**src/rtl/seq_tmr_pkg.sv**
```systemverilog
package seq_tmr_pkg;
    // base strobe source encoding for ext_sel
    typedef enum logic {
        SRC_LOCAL = 1'b0,
        SRC_EXT   = 1'b1
    } src_e;

    localparam int unsigned DEF_NUM_TMR  = 4;
    localparam int unsigned DEF_CNT_W    = 8;
    localparam int unsigned DEF_SEL_W    = 4;
    localparam int unsigned DEF_BASE_DIV = 4;
endpackage

```
**src/rtl/base_strobe.sv**
```systemverilog
module base_strobe
    import seq_tmr_pkg::*;
#(
    parameter int unsigned BASE_DIV = DEF_BASE_DIV
) (
    input  logic clk,
    input  logic rst_n,
    input  logic ext_sel,
    input  logic ext_clk,
    output logic stb
);
    localparam int unsigned DIV_W = (BASE_DIV > 1) ? $clog2(BASE_DIV) : 1;
    localparam logic [DIV_W-1:0] DIV_LAST = DIV_W'(BASE_DIV - 1);

    typedef struct packed {
        logic [DIV_W-1:0] div;
        logic [1:0]       sync;
        logic             prev;
        logic             stb;
    } bs_state_t;

    bs_state_t st_d, st_q;
    src_e      src;

    assign src = src_e'(ext_sel);

    always_comb begin
        st_d      = st_q;
        st_d.sync = {st_q.sync[0], ext_clk};
        st_d.prev = st_q.sync[1];
        st_d.div  = (st_q.div == DIV_LAST) ? '0 : st_q.div + 1'b1;
        if (src == SRC_EXT) begin
            st_d.stb = st_q.sync[1] & ~st_q.prev;
        end else begin
            st_d.stb = (st_q.div == DIV_LAST);
        end
    end

    always_ff @(posedge clk or negedge rst_n) begin
        if (!rst_n) begin
            st_q <= '0;
        end else begin
            st_q <= st_d;
        end
    end

    assign stb = st_q.stb;
endmodule

```
**src/rtl/tick_prescaler.sv**
```systemverilog
module tick_prescaler
    import seq_tmr_pkg::*;
#(
    parameter int unsigned SEL_W = DEF_SEL_W
) (
    input  logic             clk,
    input  logic             rst_n,
    input  logic             stb,
    input  logic [SEL_W-1:0] sel,
    output logic             tick
);
    localparam int unsigned PRE_W = (1 << SEL_W) - 1;

    typedef struct packed {
        logic [PRE_W-1:0] cnt;
    } ps_state_t;

    ps_state_t        st_d, st_q;
    logic [PRE_W-1:0] mask;

    always_comb begin
        mask = ~({PRE_W{1'b1}} << sel);
        st_d = st_q;
        if (stb) begin
            st_d.cnt = st_q.cnt + 1'b1;
        end
        tick = stb && ((st_q.cnt & mask) == mask);
    end

    always_ff @(posedge clk or negedge rst_n) begin
        if (!rst_n) begin
            st_q <= '0;
        end else begin
            st_q <= st_d;
        end
    end
endmodule

```
**src/rtl/delay_timer.sv**
```systemverilog
module delay_timer
    import seq_tmr_pkg::*;
#(
    parameter int unsigned CNT_W = DEF_CNT_W
) (
    input  logic             clk,
    input  logic             rst_n,
    input  logic             tick,
    input  logic             run,
    input  logic [CNT_W-1:0] term,
    output logic             expired
);
    typedef struct packed {
        logic [CNT_W-1:0] cnt;
        logic             done;
    } tm_state_t;

    tm_state_t st_d, st_q;

    always_comb begin
        st_d = st_q;
        if (!run) begin
            st_d.cnt  = '0;
            st_d.done = 1'b0;
        end else if (tick && !st_q.done) begin
            if (st_q.cnt == term) begin
                st_d.done = 1'b1;
            end else begin
                st_d.cnt = st_q.cnt + 1'b1;
            end
        end
    end

    always_ff @(posedge clk or negedge rst_n) begin
        if (!rst_n) begin
            st_q <= '0;
        end else begin
            st_q <= st_d;
        end
    end

    assign expired = st_q.done;
endmodule

```
**src/rtl/seq_delay_timers.sv**
```systemverilog
module seq_delay_timers
    import seq_tmr_pkg::*;
#(
    parameter int unsigned NUM_TMR  = DEF_NUM_TMR,
    parameter int unsigned CNT_W    = DEF_CNT_W,
    parameter int unsigned SEL_W    = DEF_SEL_W,
    parameter int unsigned BASE_DIV = DEF_BASE_DIV
) (
    input  logic                     clk,
    input  logic                     rst_n,
    input  logic                     ext_sel,
    input  logic                     ext_clk,
    input  logic [SEL_W-1:0]         pre_sel,
    input  logic [NUM_TMR*CNT_W-1:0] term,
    input  logic [NUM_TMR-1:0]       run,
    output logic [NUM_TMR-1:0]       expired
);
    logic base_stb;
    logic tick;

    base_strobe #(.BASE_DIV(BASE_DIV)) u_base (
        .clk     (clk),
        .rst_n   (rst_n),
        .ext_sel (ext_sel),
        .ext_clk (ext_clk),
        .stb     (base_stb)
    );

    tick_prescaler #(.SEL_W(SEL_W)) u_pre (
        .clk   (clk),
        .rst_n (rst_n),
        .stb   (base_stb),
        .sel   (pre_sel),
        .tick  (tick)
    );

    for (genvar i = 0; i < NUM_TMR; i++) begin : g_tmr
        delay_timer #(.CNT_W(CNT_W)) u_tmr (
            .clk     (clk),
            .rst_n   (rst_n),
            .tick    (tick),
            .run     (run[i]),
            .term    (term[i*CNT_W +: CNT_W]),
            .expired (expired[i])
        );
    end
endmodule

```
**config.mk**
```make
export PLATFORM = sky130hd
export DESIGN_NAME = seq_delay_timers
export DESIGN_NICKNAME = d
export VERILOG_FILES = /design/src/rtl/seq_tmr_pkg.sv /design/src/rtl/base_strobe.sv /design/src/rtl/tick_prescaler.sv /design/src/rtl/delay_timer.sv /design/src/rtl/seq_delay_timers.sv
export SDC_FILE = /design/constraint.sdc
export NUM_CORES = 1
export LEC_CHECK = 0
export ABC_CLOCK_PERIOD_IN_PS = 5800
export BUFFER_PORTS_ARGS = -buffer_cell sky130_fd_sc_hd__buf_2
export CELL_PAD_IN_SITES_DETAIL_PLACEMENT = 1
export CELL_PAD_IN_SITES_GLOBAL_PLACEMENT = 2
export CORE_MARGIN = 2
export CORE_UTILIZATION = 40
export CTS_CLUSTER_DIAMETER = 100
export DETAILED_ROUTE_END_ITERATION = 7
export PLACE_DENSITY = 0.89
export SLEW_MARGIN = 15
export SYNTH_ARGS = -nofsm -noshare
export SYNTH_HDL_FRONTEND = slang
export SYNTH_HIERARCHICAL = 1
export SYNTH_SLANG_ARGS = --single-unit
```
**constraint.sdc**
```tcl
create_clock -name clk -period 5.8 [get_ports clk]
set_clock_uncertainty 0.15 [all_clocks]
set_input_delay 0.58 -clock clk [delete_from_list [all_inputs] [get_ports clk]]
set_output_delay 0.58 -clock clk [all_outputs]
set_load 0.01 [all_outputs]
```
After elaboration in Yosys (flattened, before gate mapping) --
Index checks and enable logic that the tools add are counted.
Operators by class: order comparisons 0, equality and inequality tests 18, bitwise operators 4, reductions and logical operators 17, multiply operators 0, mux-type cells 18, div/mod/pow operators 0, add/subtract/negate cells 6, shift operators 1
Operators by type and width (number):
- $mux 9 | 8
- $add 8x1->8 const B | 4
- $eq 8x8->1 | 4
- $mux 8 | 4
- $ne 2x1->1 const B | 8
- $reduce_and 2->1 | 8
- $add 15x1->15 const B | 1
- $and 15x15->15 | 1
- $eq 15x15->1 | 1
- $not 15->15 | 1
- $shl 15x4->15 const A | 1
- $ne 2x2->1 const B | 4
- $logic_and 1x1->1 | 5
- $mux 1 | 5
- $logic_not 1->1 | 4
- $add 2x1->2 const B | 1
- $eq 2x2->1 const B | 1
- $mux 2 | 1
- $and 1x1->1 | 1
- $not 1->1 | 1
Word-level totals: bits in writable memories 0, bits in registers 57, output and inout port bits 4, memory bits (read-only) 0, memories 0, latch bits 0

Logic depth before layout (Yosys ltp) --
Gate-level depths: netlist (run 1).
depth after elaboration 8, gate-level depth with buffers 8, mapped depth without buffers 8

Hierarchy --
The synthesis (run 1) kept the hierarchy.
Modules (own cells, without submodules):
- delay_timer | cells each 63, area each 630.6 µm², instances 4
- tick_prescaler | cells each 77, area each 827.0 µm², instances 1
- base_strobe | cells each 11, area each 182.7 µm², instances 1

Least setup slack after synthesis (run 1) --
OpenSTA, ideal clock, no wires.
path type input to register, start point input port pre_sel[1], end point register g_tmr[0].u_tmr/st_q[6] (netlist name), buffers on the path 0, setup slack 3028 ps, required time 5571 ps, stages on the path 8, data arrival time 2543 ps, path through inv_1 -> o2111ai_1 -> a221o_1 -> a2111oi_2 -> and4b_1 -> nand4_1 -> a21oi_1 -> mux2i_1
Between the ends: longest elaborated chain between the ends 8
Ends and longest elaborated chain:
- from (decl) | RTL line seq_delay_timers.sv:13 | input logic [SEL_W-1:0] pre_sel,
- $shl 15x4->15 (*) | RTL line tick_prescaler.sv:22 | mask = ~({PRE_W{1'b1}} << sel);
- $not 15->15 (*) | RTL line tick_prescaler.sv:22
- $and 15x15->15 | RTL line tick_prescaler.sv:27 | tick = stb && ((st_q.cnt & mask) == mask);
- $eq 15x15->1 (*) | RTL line tick_prescaler.sv:27
- $logic_and 1x1->1 (*) | RTL line tick_prescaler.sv:27
- net tick | RTL line seq_delay_timers.sv:19 | logic tick;
- $logic_and 1x1->1 (*) | RTL line delay_timer.sv:25 | end else if (tick && !st_q.done) begin
- $ne 2x1->1 (no line) (*)
- $reduce_and 2->1 (no line) (*)
- to (signal assigned) | RTL line delay_timer.sv:38 | st_q <= st_d;
- to (decl) | RTL line delay_timer.sv:18 | tm_state_t st_d, st_q;
The timed path passes the listed nets; every way through them passes the cells marked *. A chain may end at the register's enable or synchronous reset.

Worst setup path in the final report (run 1) --
start point register u_pre/st_q[10] (netlist name), end point register g_tmr[0].u_tmr/st_q[7] (netlist name)
Between the ends: longest elaborated chain between the ends 6
Ends and longest elaborated chain:
- from (decl) | RTL line tick_prescaler.sv:18 | ps_state_t st_d, st_q;
- from (signal assigned) | RTL line tick_prescaler.sv:34 | st_q <= st_d;
- $and 15x15->15 | RTL line tick_prescaler.sv:27
- $eq 15x15->1 | RTL line tick_prescaler.sv:27
- $logic_and 1x1->1 | RTL line tick_prescaler.sv:27
- net tick | RTL line seq_delay_timers.sv:19
- $logic_and 1x1->1 | RTL line delay_timer.sv:25
- $ne 2x1->1 (no line)
- $reduce_and 2->1 (no line)
The timed path passes the listed nets, and every way through them passes these cells.

==> reports/results.txt, run 1 <==
Residual DRC count -> 0
Die span in x -> 98.0 um
Hold Path Class -> reg2reg
Synth Area per Inst -> 10.4 um^2
Worst slew pin tran -> 835 ps
Final setup violation count -> 0
Initial cell density of the core -> 40.9%
Die height -> 98.0 um
Max clock buf depth -> 2
Final hold vios -> 0
Critical path class -> reg2reg
Post-route ant nets -> 0
Peak VDD IR -> 0.119 mV
Initial antenna violation count -> 0
Synth Flop Type -> dfrtp_1
CP Cell Sequence -> nand3b_1, o211ai_1, a221o_1, a2111oi_2, buf_4, and4b_1, nand4_1, a21oi_1, mux2i_1
Via density per instance -> 5.35
TritonCTS Sinks -> 57
Gpl congestion -> 0.759
Final core utilization -> 46.8%
Max stage delay on crit path -> 410 ps
GR Overflow Total -> 0
Fraction of registers with async set/reset -> 100%
RSZ-0062 raised after global routing -> false
Ports -> 48
Port bufs -> 47
PostCTS Resize Cnt -> 0
Hold Buf Count CTS -> 0
Yosys reg bits -> 57
Register area share after synthesis -> 40.4%
Final HPWL DP -> 5.56 mm
Tmin final -> 2590 ps
Worst Setup End Kind -> flop
PwrDens -> 215 nW/um^2
Gate Count Post-Synth -> 340
Die area -> 9600 um^2
Pre-Repair DR Iteration Count -> 4
TritonCTS buffer count -> 9
WP data required -> 5910 ps
Post-Syn Area -> 3530 um^2
H-tree Lvls -> 3
Max_cap viols -> 0
Area leader, netlist -> dfrtp_1
TritonCTS clock tree -> done
Total track usage -> 17.0%
Worst R2R Path Depth -> 9
Top post-synthesis cells by count -> dfrtp_1 (57), nand2_1 (50), mux2i_1 (32)
Drt wl/cell -> 15.1 um
Synth area leaders -> dfrtp_1 (40%), mux2i_1 (9.1%), xor2_1 (7.7%), nand2_1 (5.3%), a21oi_1 (3.5%)
Top cell type's share of synthesized area -> 40.4%
CP Launch Type -> flop
Clk slew on worst S/H paths -> 70 ps
N_diodes -> 0
Top-count cell post-synth -> dfrtp_1
Slowest CP cell -> dfrtp_1
Period utilisation layout -> 44.6%
Vias -> 2,719
Post-synth EDFFs -> 0
Cell row count -> 34
Fmax -> 0.387 GHz
Nets -> 445
Syn nets -> 390
Synth Warn # -> 6
Hold depth -> 0
Layout cell share with drive strength beyond 1 -> 25.3%
DRT iter0 DRCs -> 62
Yosys cell types -> 40
Max_slew headroom -> 43.9%
Core Region -> 8640 um^2
Setup TNS -> 0 ps
First-pass GRT wire length -> 13.4 mm
Slew Limit Fails -> 0
Postcts setup bufs -> 0
Vias in the first global route -> 2,904
CP Max Fanout -> 12
Fill cells -> 985
Skew-Pair Late Insertion Delay -> 340 ps
Outcome -> finished clean
Largest net degree at the start of global routing -> 58
Final wirelength -> 7.68 mm
Synthesis-to-finish area growth -> 14.4%
P_leak -> 1.87 nW
Data arrival, critical path -> 2700 ps
Clock Tree Root -> clkbuf_8
## worst max-delay path, delay by kind of cell, from the launching register on
family                 cells  cell delay (ps)
AO/OA/AOI/OAI              4              970
buffers and inverters      1              240
flip-flops                 1              410
multiplexers               1              200
AND/OR/NAND/NOR            3              550
## metrics by stage
stage / power (mW) / hold WS [ps] / area (um^2) / std cells / worst slack [ps]
floorplan: 0.516 / 134 / 3530 / 340 / 3030
global placement: 0.558 / 190 / 3880 / 492 / 2990
detailed placement: 0.566 / 190 / 3880 / 492 / 2860
CTS: 0.886 / 183 / 4040 / 508 / 3180
global route: 0.918 / 190 / 4040 / 508 / 3010
finish: 0.870 / 200 / 4040 / 508 / 3210
## routing by layer
layer,vias to the layer above,wire length (um),part of all wire [%],GRT usage [%]
met5,-,0,0,0
met4,0,129,1.7,7.80
met3,10,236,3.1,3.15
met2,46,3690,48,28.2
met1,1355,3620,47,21.6
li1,1308,-,-,-
## sequential cells by signal, indices dropped and copies added, names as in the netlist
signal / flops
g_tmr.u_tmr/expired: 4
g_tmr.u_tmr/st_q: 32
u_base/st_d: 2
u_base/st_q: 3
u_base/stb: 1
u_pre/st_q: 15
## cell usage in the layout, fill, tap and decap left out, types with 2 or more instances in the layout
master,count
nand3_1,6
dfrtp_1,57
nor4_2,8
o21ai_1,2
buf_2,47
o211ai_1,2
nand3b_1,2
or2b_2,12
nand4_1,18
xor2_1,31
nor2_1,6
clkinv_2,4
xnor2_1,11
nand2b_1,5
a21oi_1,25
xor2_2,4
nand2_1,50
ha_1,6
inv_1,6
clkinvlp_4,2
nor2b_1,5
and3_1,2
and4_2,4
clkbuf_8,9
and2b_1,4
mux2i_1,32
a31oi_1,4
maj3_1,2
buf_4,2
a21boi_2,4
and4b_1,4
or2b_1,12
## cells by family (layout without fill, tap and decap cells)
kind of cell | count (synthesis) | after routing | synth area share, %
adder cells (fa/ha/maj) | 8 | 8 | 2.69
XOR/XNOR | 46 | 46 | 12.3
multiplexers | 33 | 33 | 9.39
AND/OR/NAND/NOR | 142 | 142 | 25.7
buffers and inverters | 11 | 71 | 1.77
flip-flops | 57 | 57 | 40.4
AO/OA/AOI/OAI | 43 | 43 | 7.79
## path summary, 6_finish.rpt
kind	startpoint	endpoint	slack (ps)
max in group asynchronous	rst_n	u_base/st_q[5]	4770
setup reg to reg	u_pre/st_q[10]	g_tmr[0].u_tmr/st_q[7]	3210
min in group asynchronous	rst_n	g_tmr[1].u_tmr/st_q[5]	230
hold / removal	u_base/st_d[3]	u_base/st_d[1]	200
hold reg to reg	u_base/st_d[3]	u_base/st_d[1]	200
setup / recovery	u_pre/st_q[10]	g_tmr[0].u_tmr/st_q[7]	3210
## power breakdown
part | internal [mW] | switching (mW)
combinational | 0.0509 | 0.0516
clock | 0.152 | 0.163
sequential | 0.418 | 0.0351
total | 0.621 | 0.249
## cell type report
class                   count  area (um^2)  share of cell area [%]
flip-flops and latches     57         1430                    35.3
clock buffers              10          128                    3.16
multi-input cells         272         2040                    50.6
repair buffers             49          250                    6.19
well taps                 108          135                    3.34
inverters                   6         22.5                   0.557
clock inverters             6         35.0                   0.867
Power figures use the tool's default switching activity.
==> run 2: changes to the inputs <==
- ABC_CLOCK_PERIOD_IN_PS: 5800 -> 2090
- CORE_UTILIZATION: 40 -> 34
- PLACE_DENSITY: 0.89 -> 0.81
- clock period: 5.8 -> 2.09 ns (I/O delays scaled with it)
==> run 2 against run 1 <==
Against the previous run:
- the run now ends with setup timing left
- clock-buffer cell count is 2 higher
- register-to-register slack worse by 3600 ps
- final area is 12% higher
- via count is 5.1% higher
- first-iteration DRC count is 1.6% lower
- die area is 17% higher
- wire length is 11% higher
- largest power group unchanged
==> reports/results.txt, run 2 (same netlist as run 1, synthesis figures left out) <==
Outcome -> finished, violations left
Failing checks -> setup timing
CP Cell Sequence -> nand3b_1, o211ai_1, a221o_1, a2111oi_4, buf_4, and4b_1, nand4_1, a21oi_2, mux2i_1
RSZ-0062 raised after global routing -> true
Final core utilization -> 44.4%
CP Max Fanout -> 6
Max_slew headroom -> 64.5%
DRT iter0 DRCs -> 61
Die span in x -> 106 um
Final HPWL DP -> 6.41 mm
Clk slew on worst S/H paths -> 70 ps
Via density per instance -> 5.01
TritonCTS buffer count -> 9
Family with the most delay on the worst path -> compound AO/OA/AOI/OAI gates
TritonCTS Sinks -> 57
Vias -> 2,858
Largest Register -> g_tmr.u_tmr/st_q
Slowest CP cell -> a2111oi_4
Die area -> 11,200 um^2
Final worst setup slack -> -373 ps
Nets -> 480
H-tree Lvls -> 3
TritonCTS clock tree -> done
Final setup violation count -> 32
GRT met2 Usage -> 27.2%
Pre-Repair DR Iteration Count -> 4
WP data required -> 2200 ps
Top Usage Layer GRT -> met2
Max_cap viols -> 0
Slew Limit Fails -> 0
Core Region -> 10,200 um^2
Initial cell density of the core -> 34.7%
Data arrival, critical path -> 2570 ps
Period utilisation layout -> 118%
Most frequent cells in the layout -> dfrtp_1 (57), nand2_1 (48), buf_2 (47), buf_4 (33), mux2i_1 (32)
Cell row count -> 37
Fmax -> 0.406 GHz
Clock Tree Root -> clkbuf_8
P_leak -> 2.06 nW
Residual DRC count -> 0
Skew-Pair Late Insertion Delay -> 330 ps
Critical path class -> reg2reg
Vias in the first global route -> 3,102
Post-route ant nets -> 0
WP buf/inv -> 1
N_diodes -> 0
Port bufs -> 47
Initial antenna violation count -> 0
Layout cell share with drive strength beyond 1 -> 38.5%
Worst slew pin tran -> 533 ps
Total track usage -> 16.5%
Largest net degree at the start of global routing -> 24
GR Overflow Total -> 0
Worst Setup End Kind -> flop
Largest register FFs -> 32
Most common cell after layout, fill and taps aside -> dfrtp_1
Final hold vios -> 0
Gpl congestion -> 0.796
Final wirelength -> 8.51 mm
CP Launch Type -> flop
Hold Path Class -> in2reg
Drt wl/cell -> 14.9 um
Max clock buf depth -> 2
Synthesis-to-finish area growth -> 28.2%
Met3 Usage GRT -> 3.00%
GRT met1 Usage -> 21.6%
Fin cells -> 570
Max stage delay on crit path -> 380 ps
First-pass GRT wire length -> 14.8 mm
Placed Cells -> 551
Tmin final -> 2460 ps
Die height -> 106 um
Peak VDD IR -> 0.272 mV
PwrDens -> 580 nW/um^2
Ports -> 48
-- run 2: routing by layer --
metal	part of all wire [%]	up-vias
met3	3.9	11
li1	-	1383
met5	0	-
met2	48	53
met1	46	1411
met4	1.6	0
-- run 2: worst paths after layout --
path,start,endpoint,slack (ps),cells after the start
min in group asynchronous,rst_n,u_pre/st_q[14],250,2
max in group asynchronous,rst_n,g_tmr[3].u_tmr/st_q[8],1010,3
worst max-delay path,u_pre/st_q[10],g_tmr[3].u_tmr/st_q[6],-370,9
worst min register to register,u_base/st_d[3],u_base/st_d[1],240,0
worst min-delay path,run[3],g_tmr[3].u_tmr/st_q[3],100,3
worst max register to register,u_pre/st_q[10],g_tmr[3].u_tmr/st_q[6],-370,9
-- run 2: power breakdown --
part / internal [mW] / switching (mW) / total, mW
clock network: 0.515 / 0.440 / 0.955
registers: 1.16 / 0.0506 / 1.21
logic: 0.225 / 0.232 / 0.458
-- run 2: tightest hold or removal path, stage by stage --
cell and delay [ps]:
buf_2 190, nand2_1 80, mux2i_1 60
-- run 2: area by class of cell --
cell class / instances / area, um^2
clock buffer: 12 / 165
clock inverter: 3 / 15.0
fill: 1185 / 5660
inverter: 6 / 22.5
multi-input combinational: 272 / 2190
sequential: 57 / 1430
tap: 136 / 170
timing repair buffer: 84 / 533
-- run 2: per-stage QoR --
stage	instance area (um^2)	hold WS (ps)	TNS [ps]	power, mW	worst slack [ps]
floorplan	3660	-237	-4010	1.44	-204
global placement	4290	76.6	-6350	1.66	-295
detailed placement	4290	80.8	-9690	1.69	-390
CTS	4510	88.9	-9180	2.66	-392
global route	4530	114	-12750	2.77	-508
finish	4530	95.8	-8240	2.62	-373
-- run 2: repair_timing --
action / in CTS / in global routing
hold buffers: 3 / 0
pin swaps: 5 / 0
setup buffers: 0 / 1
gates cloned: 0 / 0
setup endpoints to repair: 32 / 32
endpoints found under the hold margin: 22 / 0
resized for setup: 6 / 4
==> run 3: changes to the inputs <==
==> constraint.sdc (replaced) <==
create_clock -name clk -period 2.09 [get_ports clk]
set_clock_uncertainty 0.15 [all_clocks]
set_input_delay 0.5225 -clock clk [delete_from_list [all_inputs] [get_ports clk]]
set_output_delay 0.5225 -clock clk [all_outputs]
set_load 0.01 [all_outputs]
==> run 3 against run 2 <==
Against the previous run:
- the flow still finishes with violations (setup timing)
- sequential power hardly changed
- via count is 2.0% lower
- wire length is 3.9% lower
- die area stayed put
- first-iteration DRC count is 4.9% higher
- global-route usage is 0.70 points lower
- combinational power is 5.9% lower
- utilization is 0.28 points lower
- critical path depth stayed put
==> reports/results.txt, run 3 (same netlist as run 1, synthesis figures left out) <==
Final HPWL DP -> 6.17 mm
Ports -> 48
TritonCTS clock tree -> done
CP Launch Type -> flop
Final setup violation count -> 32
Worst Setup End Kind -> flop
Total track usage -> 15.8%
TritonCTS Sinks -> 57
WP data required -> 2190 ps
Final wirelength -> 8.19 mm
R2r setup slk -> -380 ps
Most common cell after layout, fill and taps aside -> dfrtp_1
Most frequent cells in the layout -> dfrtp_1 (57), nand2_1 (49), buf_2 (47), mux2i_1 (32), xor2_1 (31)
Core Region -> 10,200 um^2
PwrDens -> 576 nW/um^2
Fmax -> 0.405 GHz
P_leak -> 2.04 nW
Vias -> 2,802
Max_slew headroom -> 70.4%
Die span in x -> 106 um
Clock Tree Root -> clkbuf_8
Tmin final -> 2470 ps
Worst slew pin tran -> 445 ps
Skew-Pair Late Insertion Delay -> 330 ps
Failing checks -> setup timing
Final core utilization -> 44.2%
Hold Path Class -> in2reg
Post-route ant nets -> 0
CP Max Fanout -> 11
Largest register FFs -> 32
Residual DRC count -> 0
Synthesis-to-finish area growth -> 27.3%
Max_cap viols -> 0
Die height -> 106 um
N_diodes -> 0
Slew Limit Fails -> 0
Nets -> 476
Outcome -> finished, violations left
Die area -> 11,200 um^2
Peak VDD IR -> 0.312 mV
Largest net degree at the start of global routing -> 43
First-pass GRT wire length -> 14.3 mm
Pre-CTS setup slack -> -660 ps
Vias in the first global route -> 3,031
Gpl congestion -> 0.749
Max clock buf depth -> 2
Pre-Repair DR Iteration Count -> 4
Final worst setup slack -> -379 ps
Final hold vios -> 0
Data arrival, critical path -> 2570 ps
Initial cell density of the core -> 34.7%
Port bufs -> 47
GR Overflow Total -> 0
Drt wl/cell -> 14.5 um
Largest Register -> g_tmr.u_tmr/st_q
Clk slew on worst S/H paths -> 70 ps
Layout cell share with drive strength beyond 1 -> 37.4%
Initial antenna violation count -> 0
Cell row count -> 37
Via density per instance -> 4.95
DRT iter0 DRCs -> 64
Critical path class -> reg2reg
TritonCTS buffer count -> 9
RSZ-0062 raised after global routing -> true
Period utilisation layout -> 118%
H-tree Lvls -> 3
[run 3: changes by cell type in the layout (fill, tap and decap cells not counted), sizes merged]
cell	previous run	this run
buf	81	79
dlygate4sd3	3	1
[run 3: final cells by class]
| type | instances | area [um^2] |
|---|---|---|
| clock buffers | 12 | 165 |
| inverters | 6 | 25.0 |
| fillers | 1143 | 5690 |
| repair buffers | 80 | 510 |
| flip-flops and latches | 57 | 1430 |
| well taps | 136 | 170 |
| clock inverters | 3 | 15.0 |
| multi-input cells | 272 | 2190 |
[run 3: worst max-delay path: stages (launching register included)]
cell	delay (ps)
dfrtp_1	370
nand3b_1	110
o211ai_1	90
a221o_1	360
a2111oi_4	360
buf_12	180
and4b_2	270
nand4_1	130
a21oi_2	160
mux2i_1	210
[run 3: worst paths after layout]
| check | cells after the start | startpoint | endpoint |
|---|---|---|---|
| worst max-delay path | 9 | u_pre/st_q[10] | g_tmr[0].u_tmr/st_q[7] |
| worst min-delay path | 1 | ext_clk | u_base/st_d[3] |
| worst max register to register | 9 | u_pre/st_q[10] | g_tmr[0].u_tmr/st_q[7] |
| worst min register to register | 0 | u_base/st_d[3] | u_base/st_d[1] |
| max in group asynchronous | 3 | rst_n | u_pre/st_q[10] |
| min in group asynchronous | 2 | rst_n | g_tmr[1].u_tmr/st_q[6] |
[run 3: power by group]
| part | switching [mW] | leakage (nW) | internal (mW) |
|---|---|---|---|
| combinational | 0.216 | 1.17 | 0.215 |
| clock | 0.421 | 0.0980 | 0.514 |
| sequential | 0.0605 | 0.775 | 1.16 |
[run 3: per-stage QoR]
| stage | power [mW] | setup TNS [ps] | hold WS [ps] | area, um^2 | std cells |
|---|---|---|---|---|---|
| after floorplan | 1.44 | -8370 | 76.9 | 3670 | 340 |
| final | 2.59 | -8290 | 151 | 4500 | 566 |
| after global routing | 2.73 | -12590 | 123 | 4500 | 566 |
| after detailed placement | 1.67 | -17480 | 205 | 4290 | 549 |
| after CTS | 2.63 | -8970 | 128 | 4490 | 566 |
| after global placement | 1.65 | -15900 | 193 | 4290 | 549 |
[run 3: layer usage]
layer / GRT usage [%] / share of wire, % / vias up
li1: - / - / 1375
met1: 20.2 / 47 / 1385
met2: 26.9 / 49 / 34
met3: 3.49 / 2.7 / 8
met4: 4.51 / 1.0 / 0
met5: 0 / 0 / -
[run 3: repair_timing]
item                       CTS  global route
hold endpoints to repair    15             0
hold buffers                 1             0
setup buffers                1             0
setup endpoints to repair   32            33
gates resized for setup      1             2
